==> src/rtl/cal_pkg.sv <==
package cal_pkg;

   localparam int unsigned CAL_BYTE_W = 8;
   localparam int unsigned CAL_BYTES  = 8;
   localparam int unsigned CAL_IMG_W  = CAL_BYTE_W * CAL_BYTES;

   // bits that may be nonzero in each byte, byte 7 in the top
   localparam logic [CAL_IMG_W-1:0] CAL_IMG_MASK = 64'hFF1F_3F37_BF7F_7FFF;

   // slots of the four plain two-digit counters and their top values
   function automatic int unsigned plain_slot(input int unsigned g);
      return (g == 3) ? 7 : g;
   endfunction

   function automatic logic [7:0] plain_top(input int unsigned g);
      return (g == 0 || g == 3) ? 8'h99 : 8'h59;
   endfunction

   function automatic logic [7:0] bcd_inc(input logic [7:0] v);
      if (v[3:0] == 4'h9) return {v[7:4] + 4'h1, 4'h0};
      else                return {v[7:4], v[3:0] + 4'h1};
   endfunction

   // two-digit BCD year divisible by four
   function automatic logic is_leap(input logic [7:0] y);
      if (y[4]) return (y[3:0] == 4'h2) || (y[3:0] == 4'h6);
      else      return (y[3:0] == 4'h0) || (y[3:0] == 4'h4) || (y[3:0] == 4'h8);
   endfunction

   function automatic logic [7:0] month_last(input logic [7:0] m, input logic leap);
      case (m)
         8'h02:                      return leap ? 8'h29 : 8'h28;
         8'h04, 8'h06, 8'h09, 8'h11: return 8'h30;
         default:                    return 8'h31;
      endcase
   endfunction

endpackage

==> src/rtl/cal_bcd_field.sv <==
module cal_bcd_field #(
   parameter int unsigned      WIDTH   = 8,
   parameter logic [WIDTH-1:0] TOP_VAL = 8'h59,
   parameter logic [WIDTH-1:0] RST_VAL = '0
) (
   input  logic             clk,
   input  logic             rst_n,
   input  logic             inc,
   input  logic             load,
   input  logic [WIDTH-1:0] load_val,
   output logic [WIDTH-1:0] val
);
   import cal_pkg::*;

   logic [WIDTH-1:0] nxt;

   always_comb begin
      nxt = val;
      if (load)     nxt = load_val;
      else if (inc) nxt = (val == TOP_VAL) ? '0 : WIDTH'(bcd_inc(8'(val)));
   end

   always_ff @(posedge clk) begin
      if (!rst_n) val <= RST_VAL;
      else        val <= nxt;
   end
endmodule

==> src/rtl/cal_hour_field.sv <==
module cal_hour_field (
   input  logic       clk,
   input  logic       rst_n,
   input  logic       inc,
   input  logic       load,
   input  logic [7:0] load_val,
   output logic [7:0] val,
   output logic       day_carry
);
   import cal_pkg::*;

   logic       mode12;
   logic [7:0] hr12;
   logic [7:0] hr24;
   logic [4:0] hr12_nx;
   logic [5:0] hr24_nx;
   logic [7:0] step_val;
   logic [7:0] nxt;

   always_comb begin
      mode12  = val[7];
      hr12    = {3'b000, val[4:0]};
      hr24    = {2'b00, val[5:0]};
      hr12_nx = 5'(bcd_inc(hr12));
      hr24_nx = 6'(bcd_inc(hr24));
      if (mode12) begin
         if (hr12 == 8'h12)      step_val = {val[7], 1'b0, val[5], 5'h01};
         else if (hr12 == 8'h11) step_val = {val[7], 1'b0, ~val[5], 5'h12};
         else                    step_val = {val[7], 1'b0, val[5], hr12_nx};
      end else begin
         if (hr24 == 8'h23)      step_val = 8'h00;
         else                    step_val = {2'b00, hr24_nx};
      end
      day_carry = inc & (mode12 ? ((hr12 == 8'h11) & val[5]) : (hr24 == 8'h23));
      nxt = val;
      if (load)     nxt = load_val;
      else if (inc) nxt = step_val;
   end

   always_ff @(posedge clk) begin
      if (!rst_n) val <= 8'h00;
      else        val <= nxt;
   end
endmodule

==> src/rtl/cal_date_field.sv <==
module cal_date_field #(
   parameter logic [1:0] CTRL_RST = 2'b11
) (
   input  logic       clk,
   input  logic       rst_n,
   input  logic       inc,
   input  logic       load,
   input  logic [7:0] load_day,
   input  logic [7:0] load_date,
   input  logic [7:0] load_month,
   input  logic [7:0] year_bcd,
   output logic [7:0] day_q,
   output logic [7:0] date_q,
   output logic [7:0] month_q,
   output logic       year_inc
);
   import cal_pkg::*;

   logic [7:0] last_date;
   logic       at_end;
   logic       at_dec;
   logic [2:0] dow_nx;

   always_comb begin
      last_date = month_last(month_q, is_leap(year_bcd));
      at_end    = (date_q == last_date);
      at_dec    = (month_q == 8'h12);
      dow_nx    = (day_q[2:0] == 3'd7) ? 3'd1 : day_q[2:0] + 3'd1;
      year_inc  = inc & at_end & at_dec;
   end

   always_ff @(posedge clk) begin
      if (!rst_n) begin
         day_q   <= {2'b00, CTRL_RST, 4'h1};
         date_q  <= 8'h01;
         month_q <= 8'h01;
      end else if (load) begin
         day_q   <= load_day;
         date_q  <= load_date;
         month_q <= load_month;
      end else if (inc) begin
         day_q   <= {day_q[7:3], dow_nx};
         if (at_end) begin
            date_q  <= 8'h01;
            month_q <= at_dec ? 8'h01 : bcd_inc(month_q);
         end else begin
            date_q  <= bcd_inc(date_q);
         end
      end
   end
endmodule

==> src/rtl/bcd_calendar_clock.sv <==
module bcd_calendar_clock #(
   parameter int unsigned REG_W    = 8,
   parameter int unsigned NUM_REGS = 8,
   parameter logic [1:0]  CTRL_RST = 2'b11
) (
   input  logic                      clk,
   input  logic                      rst_n,
   input  logic                      tick_en,
   input  logic                      load_en,
   input  logic [REG_W*NUM_REGS-1:0] load_data,
   output logic [REG_W*NUM_REGS-1:0] time_image
);
   import cal_pkg::*;

   localparam int unsigned IMG_W    = REG_W * NUM_REGS;
   localparam int unsigned N_PLAIN  = 4;
   localparam int unsigned STOP_BIT = 4 * REG_W + 5;

   if (REG_W != CAL_BYTE_W || NUM_REGS != CAL_BYTES) begin : g_bad_shape
      $error("bcd_calendar_clock: image format needs eight 8-bit registers");
   end

   logic [IMG_W-1:0]          ld_img;
   logic                      run;
   logic                      step;
   logic [N_PLAIN-1:0]        plain_inc;
   logic [N_PLAIN-1:0][7:0]   plain_val;
   logic                      hour_inc;
   logic                      date_inc;
   logic                      year_inc;
   logic [7:0]                hour_q;
   logic [7:0]                day_q;
   logic [7:0]                date_q;
   logic [7:0]                month_q;

   assign ld_img = load_data & CAL_IMG_MASK;
   assign run    = ~day_q[5];
   assign step   = tick_en & run & ~load_en;

   // ripple of carries from hundredths to hours, year fed by the date block
   always_comb begin
      plain_inc[0] = step;
      plain_inc[1] = plain_inc[0] & (plain_val[0] == plain_top(0));
      plain_inc[2] = plain_inc[1] & (plain_val[1] == plain_top(1));
      hour_inc     = plain_inc[2] & (plain_val[2] == plain_top(2));
      plain_inc[3] = year_inc;
   end

   for (genvar g = 0; g < N_PLAIN; g++) begin : g_plain
      localparam int unsigned SLOT = plain_slot(g);
      cal_bcd_field #(
         .WIDTH   (REG_W),
         .TOP_VAL (plain_top(g)),
         .RST_VAL ('0)
      ) u_field (
         .clk      (clk),
         .rst_n    (rst_n),
         .inc      (plain_inc[g]),
         .load     (load_en),
         .load_val (ld_img[SLOT*REG_W +: REG_W]),
         .val      (plain_val[g])
      );
   end

   cal_hour_field u_hour (
      .clk       (clk),
      .rst_n     (rst_n),
      .inc       (hour_inc),
      .load      (load_en),
      .load_val  (ld_img[3*REG_W +: REG_W]),
      .val       (hour_q),
      .day_carry (date_inc)
   );

   cal_date_field #(.CTRL_RST(CTRL_RST)) u_date (
      .clk        (clk),
      .rst_n      (rst_n),
      .inc        (date_inc),
      .load       (load_en),
      .load_day   (ld_img[4*REG_W +: REG_W]),
      .load_date  (ld_img[5*REG_W +: REG_W]),
      .load_month (ld_img[6*REG_W +: REG_W]),
      .year_bcd   (plain_val[3]),
      .day_q      (day_q),
      .date_q     (date_q),
      .month_q    (month_q),
      .year_inc   (year_inc)
   );

   assign time_image = {plain_val[3], month_q, date_q, day_q,
                        hour_q, plain_val[2], plain_val[1], plain_val[0]};

   if (STOP_BIT >= IMG_W) begin : g_bad_stop
      $error("bcd_calendar_clock: stop bit outside image");
   end
endmodule

==> config.mk <==
export PLATFORM = sky130hd
export DESIGN_NAME = bcd_calendar_clock
export DESIGN_NICKNAME = d
export VERILOG_FILES = /design/src/rtl/cal_pkg.sv /design/src/rtl/cal_bcd_field.sv /design/src/rtl/cal_hour_field.sv /design/src/rtl/cal_date_field.sv /design/src/rtl/bcd_calendar_clock.sv
export SDC_FILE = /design/constraint.sdc
export NUM_CORES = 1
export LEC_CHECK = 0
export ABC_AREA = 1
export CORE_ASPECT_RATIO = 1.2
export CORE_MARGIN = 2
export CORE_UTILIZATION = 25
export CTS_CLUSTER_SIZE = 8
export DETAILED_ROUTE_END_ITERATION = 8
export PLACE_DENSITY_LB_ADDON = 0.25
export SKIP_CTS_REPAIR_TIMING = 1
export SLEW_MARGIN = 10
export SYNTH_ARGS = -nofsm -noshare
export SYNTH_HDL_FRONTEND = slang
export SYNTH_HIERARCHICAL = 1
export SYNTH_SLANG_ARGS = --single-unit
==> constraint.sdc <==
create_clock -name clk -period 3 [get_ports clk]
set_clock_uncertainty 0.2 [all_clocks]
set_input_delay 0.3 -clock clk [delete_from_list [all_inputs] [get_ports clk]]
set_output_delay 0.3 -clock clk [all_outputs]
set_load 0.01 [all_outputs]
==> metrics.md, run 1 <==
| Metric | Value |
|---|---|
| Status | complete, no violations |
| EDFF count, synth | 0 |
| I/O pin total | 132 |
| Critical path endpoint category | flip-flop |
| Ys Warns | 6 |
| Cells after Synth | 740 |
| Hold Path Class | in2reg |
| Comb power frac | 22.5% |
| Library cells used by synthesis | 35 |
| Least-Margin Pin Slew | 0.642 ns |
| Global-route wire length before repair | 22600 microns |
| Clk_lat worst skew | 0.34 ns |
| CTS clk-pin slew, worst paths | 0.06 ns |
| H-Tree Depth | 3 |
| DR vias | 4998 |
| Drt drc | 0 |
| Final WS setup | 0.403 ns |
| Pwr/cell area | 419 nW/um^2 |
| Cts bufs inserted | 9 |
| Buffers on Ports | 120 |
| CTS Sinks | 64 |
| Worst setup SP type | flip-flop |
| Drt wl/cell | 12.0 microns |
| Switching power | 0.820 mW |
| Largest net degree at the start of global routing | 84 |
| Top FF cell, synth | dfxtp_1 |
| Setup_tns | 0 ns |
| Via/cell ratio | 4.37 |
| N_diodes | 0 |
| Pre-CTS setup slack | 0.0643 ns |
| Critical path required time | 3.07 ns |
| Num rows | 55 |
| Worst Hold Slack | 0.164 ns |
| Hold path cells | 3 |
| Commonest non-fill, non-tap cell in the layout | nand2_1 |
| Max FO, Critical Path | 8 |
| Fmax | 385 MHz |
| Power, Total | 2.79 mW |
| Initial antenna violation count | 0 |
| Top-area cell type share of the netlist area | 27.1% |
| Final nets | 977 |
| Clock Tree Buf Depth | 2 |
| Area leader, netlist | dfxtp_1 |
| Sequential area share after synthesis | 27.1% |
| Remaining antenna violation count | 0 |
| GPL Wtd Cong | 0.813 |
| Worst EP arrival | 2.67 ns |
| Synthesized cell area | 4720 sq um |
| Sw Ratio | 29.4% |
| Clock power share | 41.9% |
| Reg2Reg Depth | 15 |
| Final wirelength | 13700 microns |
| CTS tree | yes |
| Synth area leaders | dfxtp_1 27%, nand2_1 15%, nor2_1 9.3%, nand3_1 7.2%, ha_1 6.6% |
| Relative slew slack | 57.1% |
| Final-report hold violation count | 0 |
| Starting Density | 25.2% |
| Final slew viol count | 0 |
| Drt first-iter violations | 232 |
| Vias in the first global route | 4677 |
| RSZ-0062 raised after global routing | false |
| DRT Pass-1 Iters | 4 |
| Internal | 1.97 mW |
| Tot GR Track Use | 14.1% |
| Area growth from synthesis to layout | 40.9% |
| CP Class | reg2reg |
| Die width | 129 microns |
| Register bit total from synthesis | 64 |
| Fill cell count | 2067 |
| Final setup viols | 0 |
| Min cycle time layout | 2.60 ns |
| Max IR drop VDD | 0.000221 V |
| Lkg Pwr | 2.90 nW |
| DPL Wire Length | 9990 microns |
| Async SR Flop Fraction | 0% |
| Die area | 20000 sq um |
| Syn_area_per_cell | 6.38 sq um |
| Grt total ovfl | 0 |
| Share of cells above drive strength 1 | 11.5% |
| Max cap viols | 0 |
| Fin crit share | 86.6% |
| Core area | 18700 sq um |
| Clock root cell | clkbuf_16 |
| Seq pwr share | 35.5% |
| Die Height | 155 microns |
| Most frequent cells in the layout | 187 x nand2_1, 118 x clkdlybuf4s50_1, 117 x nor2_1, 83 x inv_1, 68 x nand3_1 |
==> metal layers <==
metal / vias to the layer above / track usage [%] / share of wire, %
met5: - / 0 / 0
met4: 0 / 4.40 / 1.3
met3: 15 / 3.18 / 4.6
met2: 103 / 24.0 / 48
met1: 2236 / 17.5 / 46
li1: 2644 / - / -
==> registers in the layout (all words and copies together) (netlist names) <==
signal	count
g_plain.u_field/val	32
u_date/date_q	8
u_date/day_q	8
u_date/month_q	8
u_hour/val	8
==> synthesized netlist by cell type, types with 3 or more instances <==
| cell type | count |
|---|---|
| nand2_4 | 5 |
| xnor2_1 | 6 |
| nand4_1 | 14 |
| buf_6 | 4 |
| nand3_1 | 68 |
| xor2_1 | 7 |
| o31ai_1 | 3 |
| a21oi_1 | 37 |
| ha_1 | 25 |
| a22oi_1 | 18 |
| nor2_2 | 11 |
| nand3_4 | 3 |
| o21ai_1 | 6 |
| o211ai_1 | 3 |
| dfxtp_1 | 64 |
| nor2_8 | 4 |
| clkbuf_1 | 4 |
| inv_2 | 19 |
| nand3_2 | 8 |
| inv_1 | 83 |
| inv_4 | 4 |
| nor2_1 | 117 |
| nand2_2 | 13 |
| nand2_1 | 187 |
| o21ai_0 | 12 |
| buf_2 | 3 |
==> layout make-up <==
class	instances	area [sq um]	area share, %
clock buffer	11	243	3.65
clock inverter	5	80.1	1.20
tap	256	320	4.82
timing repair buffer	135	1330	20.0
inverter	107	412	6.19
multi-input combinational	567	2980	44.9
sequential	64	1280	19.3
==> path summary, 6_finish.rpt <==
kind | from | endpoint | slack (ns)
worst max-delay path | g_plain[1].u_field/val[0]$_SDFFE_PN0P_ | g_plain[3].u_field/val[4]$_SDFFE_PN0P_ | 0.40
worst min-delay path | rst_n | u_date/month_q[3]$_SDFFE_PN0P_ | 0.16
worst max register to register | g_plain[1].u_field/val[0]$_SDFFE_PN0P_ | g_plain[3].u_field/val[4]$_SDFFE_PN0P_ | 0.40
worst min register to register | u_date/day_q[4]$_SDFFE_PN1P_ | u_date/day_q[4]$_SDFFE_PN1P_ | 0.26
==> power by group through the flow <==
| stage | logic, mW | clock network, mW | registers [mW] |
|---|---|---|---|
| finish | 0.629 | 1.17 | 0.991 |
| global route | 0.706 | 1.24 | 1.00 |
| CTS | 0.637 | 1.21 | 0.992 |
| floorplan | 0.322 | 0 | 1.03 |
| detailed placement | 0.633 | 0 | 1.01 |
| global placement | 0.633 | 0 | 1.01 |
==> critical path, cell delays in order (launching register included) <==
cell and delay, ns:
dfxtp_1 0.48, nand2_1 0.09, nor2_1 0.10, nand2_1 0.11, nor3_2 0.24, o21ai_0 0.13
a21oi_1 0.21, inv_1 0.11, nor3_1 0.24, buf_4 0.18, nor2_8 0.05, inv_4 0.11
nand2_2 0.08, nand2_1 0.06, nand2_1 0.04, nor2_1 0.11
==> through the flow <==
step / area, sq um / utilization (%) / std cells
after global routing: 6650 / 35.5 / 1145
after global placement: 6330 / 33.8 / 1129
final: 6650 / 35.5 / 1145
after CTS: 6650 / 35.5 / 1145
after detailed placement: 6330 / 33.8 / 1129
after floorplan: 4760 / - / 750
==> kinds of logic after synthesis <==
kind of cell	count (synthesis)	synth area share, %
DFF	64	27.1
adders and majority gates	25	6.63
xor gates and xnor gates	13	2.41
other	1	0.0795
and+or+nand+nor	437	43.3
AOI/OAI and AO/OA	81	9.97
buffers and inverters	119	10.4
Note: power is estimated with default switching activity, not from simulation.
==> run 2: changes to the inputs <==
CAP_MARGIN = 10   (was unset)
==> results of run 2 <==
Same layout as run 1: the final DEF is identical, and so are final timing and power.
==> run 3: changes to the inputs <==
==> constraint.sdc (replaced) <==
create_clock -name clk -period 3 [get_ports clk]
set_clock_uncertainty 0.2 [all_clocks]
set_input_delay 0.75 -clock clk [delete_from_list [all_inputs] [get_ports clk]]
set_output_delay 0.75 -clock clk [all_outputs]
set_load 0.01 [all_outputs]
==> run 3 against run 2 <==
  * Power shrank 3.6%
  * Maximum frequency is 4.8% lower
  * Routed wire length increased by 0.43%
  * Critical path type is now in2reg
  * Largest cell class unchanged
==> metrics.md, run 3 (synthesis results as in run 1) <==
| Metric | Value |
|---|---|
| Starting Density | 25.2% (unchanged) |
| Pwr/cell area | 401 nW/um^2 (-4.4%) |
| Worst setup SP type | input port |
| Status | complete, no violations |
| Number of flip-flops in the largest register | 32 (unchanged) |
| Die area | 20000 sq um (unchanged) |
| Max cap viols | 0 (unchanged) |
| I/O pin total | 132 (unchanged) |
| Most frequent cells in the layout | 187 x nand2_1, 118 x clkdlybuf4s50_1, 117 x nor2_1, 82 x inv_1, 68 x nand3_1 |
| Final-report hold violation count | 0 (unchanged) |
| Critical path endpoint category | flip-flop |
| Buffers on Ports | 120 (unchanged) |
| Die width | 129 microns (unchanged) |
| Total placed cells including tap cells | 1137 (+0.71%) |
| Layout Cells excl Fill | 1153 (+0.70%) |
| Fmax | 367 MHz (-4.8%) |
| Drt first-iter violations | 228 (-1.7%) |
| Final slew viol count | 0 (unchanged) |
| GPL Wtd Cong | 0.816 (+0.48%) |
| Initial antenna violation count | 0 (unchanged) |
| Lkg Pwr | 2.95 nW (+1.6%) |
| N_diodes | 0 (unchanged) |
| Critical path required time | 3.07 ns (about the same) |
| Share of cells above drive strength 1 | 12.8% (+1.3 points) |
| Final setup viols | 0 (unchanged) |
| H-Tree Depth | 3 (unchanged) |
| Final wirelength | 13800 microns (+0.43%) |
| Cts bufs inserted | 9 (unchanged) |
| Die Height | 155 microns (unchanged) |
| DRT Pass-1 Iters | 4 (unchanged) |
| CTS Sinks | 64 (unchanged) |
| Min cycle time layout | 2.73 ns (+0.131 ns) |
| Reg-to-reg critical path startpoint | u_date/month_q[4]$_SDFFE_PN0P_ |
| Tot GR Track Use | 14.0% (-0.065 points) |
| Final nets | 985 (+0.82%) |
| Hold_sp | u_date/day_q[4]$_SDFFE_PN1P_ |
| CTS clk-pin slew, worst paths | 0.05 ns (about the same) |
| Clock root cell | clkbuf_16 |
| Grt total ovfl | 0 (unchanged) |
| Vias in the first global route | 4755 (+1.7%) |
| DR vias | 4964 (-0.68%) |
| Commonest non-fill, non-tap cell in the layout | nand2_1 |
| Worst setup path start | tick_en |
| CP Class | in2reg |
| Setup_tns | 0 ns (unchanged) |
| Largest net degree at the start of global routing | 84 (unchanged) |
| Max IR drop VDD | 0.000215 V (-2.9%) |
| Drt drc | 0 (unchanged) |
| Global-route wire length before repair | 22700 microns (+0.12%) |
| Num rows | 55 (unchanged) |
| Hold Path Class | reg2reg |
| RSZ-0062 raised after global routing | false |
| Core area | 18700 sq um (unchanged) |
| Biggest register | g_plain.u_field/val |
| DPL Wire Length | 10000 microns (+0.28%) |
| Drt wl/cell | 12.0 microns (-0.27%) |
| Fin crit share | 90.9% (+4.4 points) |
| Worst EP arrival | 2.80 ns (+0.13 ns) |
| Via/cell ratio | 4.31 (-1.4%) |
| Clock Tree Buf Depth | 2 (unchanged) |
| Clk_lat worst skew | 0.33 ns (about the same) |
| Final Core Density | 35.8% (+0.30 points) |
| CTS tree | yes |
| Max FO, Critical Path | 8 (unchanged) |
| Remaining antenna violation count | 0 (unchanged) |
| Area growth from synthesis to layout | 42.1% |
[run 3: worst paths after layout]
check,to,cells after the start,slack (ns)
worst min register to register,u_date/day_q[4]$_SDFFE_PN1P_,2,0.27
worst max register to register,g_plain[3].u_field/val[4]$_SDFFE_PN0P_,17,0.53
worst min-delay path,u_date/day_q[4]$_SDFFE_PN1P_,2,0.27
worst max-delay path,g_plain[3].u_field/val[4]$_SDFFE_PN0P_,16,0.27
[run 3: power breakdown]
part,switching (mW),internal [mW],total (mW)
sequential,0.0813,0.909,0.990
combinational,0.321,0.313,0.634
clock,0.422,0.643,1.06
[run 3: per-layer routing]
layer	share of wire, %	up-vias	track usage, %
met4	1.0	0	4.35
met5	0	-	0
met3	4.6	8	3.18
met2	47	88	23.9
li1	-	2661	-
met1	48	2207	17.5
[run 3: cell type report]
| type | count | area [sq um] |
|---|---|---|
| clock buffer | 9 | 225 |
| clock inverter | 7 | 72.6 |
| fill | 2054 | 12000 |
| inverter | 107 | 414 |
| multi-input combinational | 567 | 3000 |
| sequential | 64 | 1280 |
| tap | 256 | 320 |
| timing repair buffer | 143 | 1390 |
[run 3: critical path, stage by stage]
cell and delay (ns):
clkdlybuf4s50_1 0.50, nand2_2 0.08, nor2_4 0.09, nand3_2 0.11
nor3_4 0.22, o21ai_2 0.08, a21oi_2 0.17, inv_2 0.07
nor3_2 0.11, buf_4 0.16, nor2_8 0.05, inv_6 0.10
nand2_2 0.08, nand2_1 0.07, nand2_1 0.04, nor2_1 0.11
[run 3: per-stage QoR]
step | area [sq um] | setup slack, ns | hold slack (ns) | total power, mW
global route | 6710 | 0.0212 | 0.301 | 2.86
finish | 6710 | 0.272 | 0.269 | 2.69
detailed placement | 6390 | -0.338 | 0.250 | 1.65
global placement | 6390 | -0.279 | 0.249 | 1.65
floorplan | 4760 | 0.147 | 0.284 | 1.35
CTS | 6690 | 0.0116 | 0.268 | 2.75
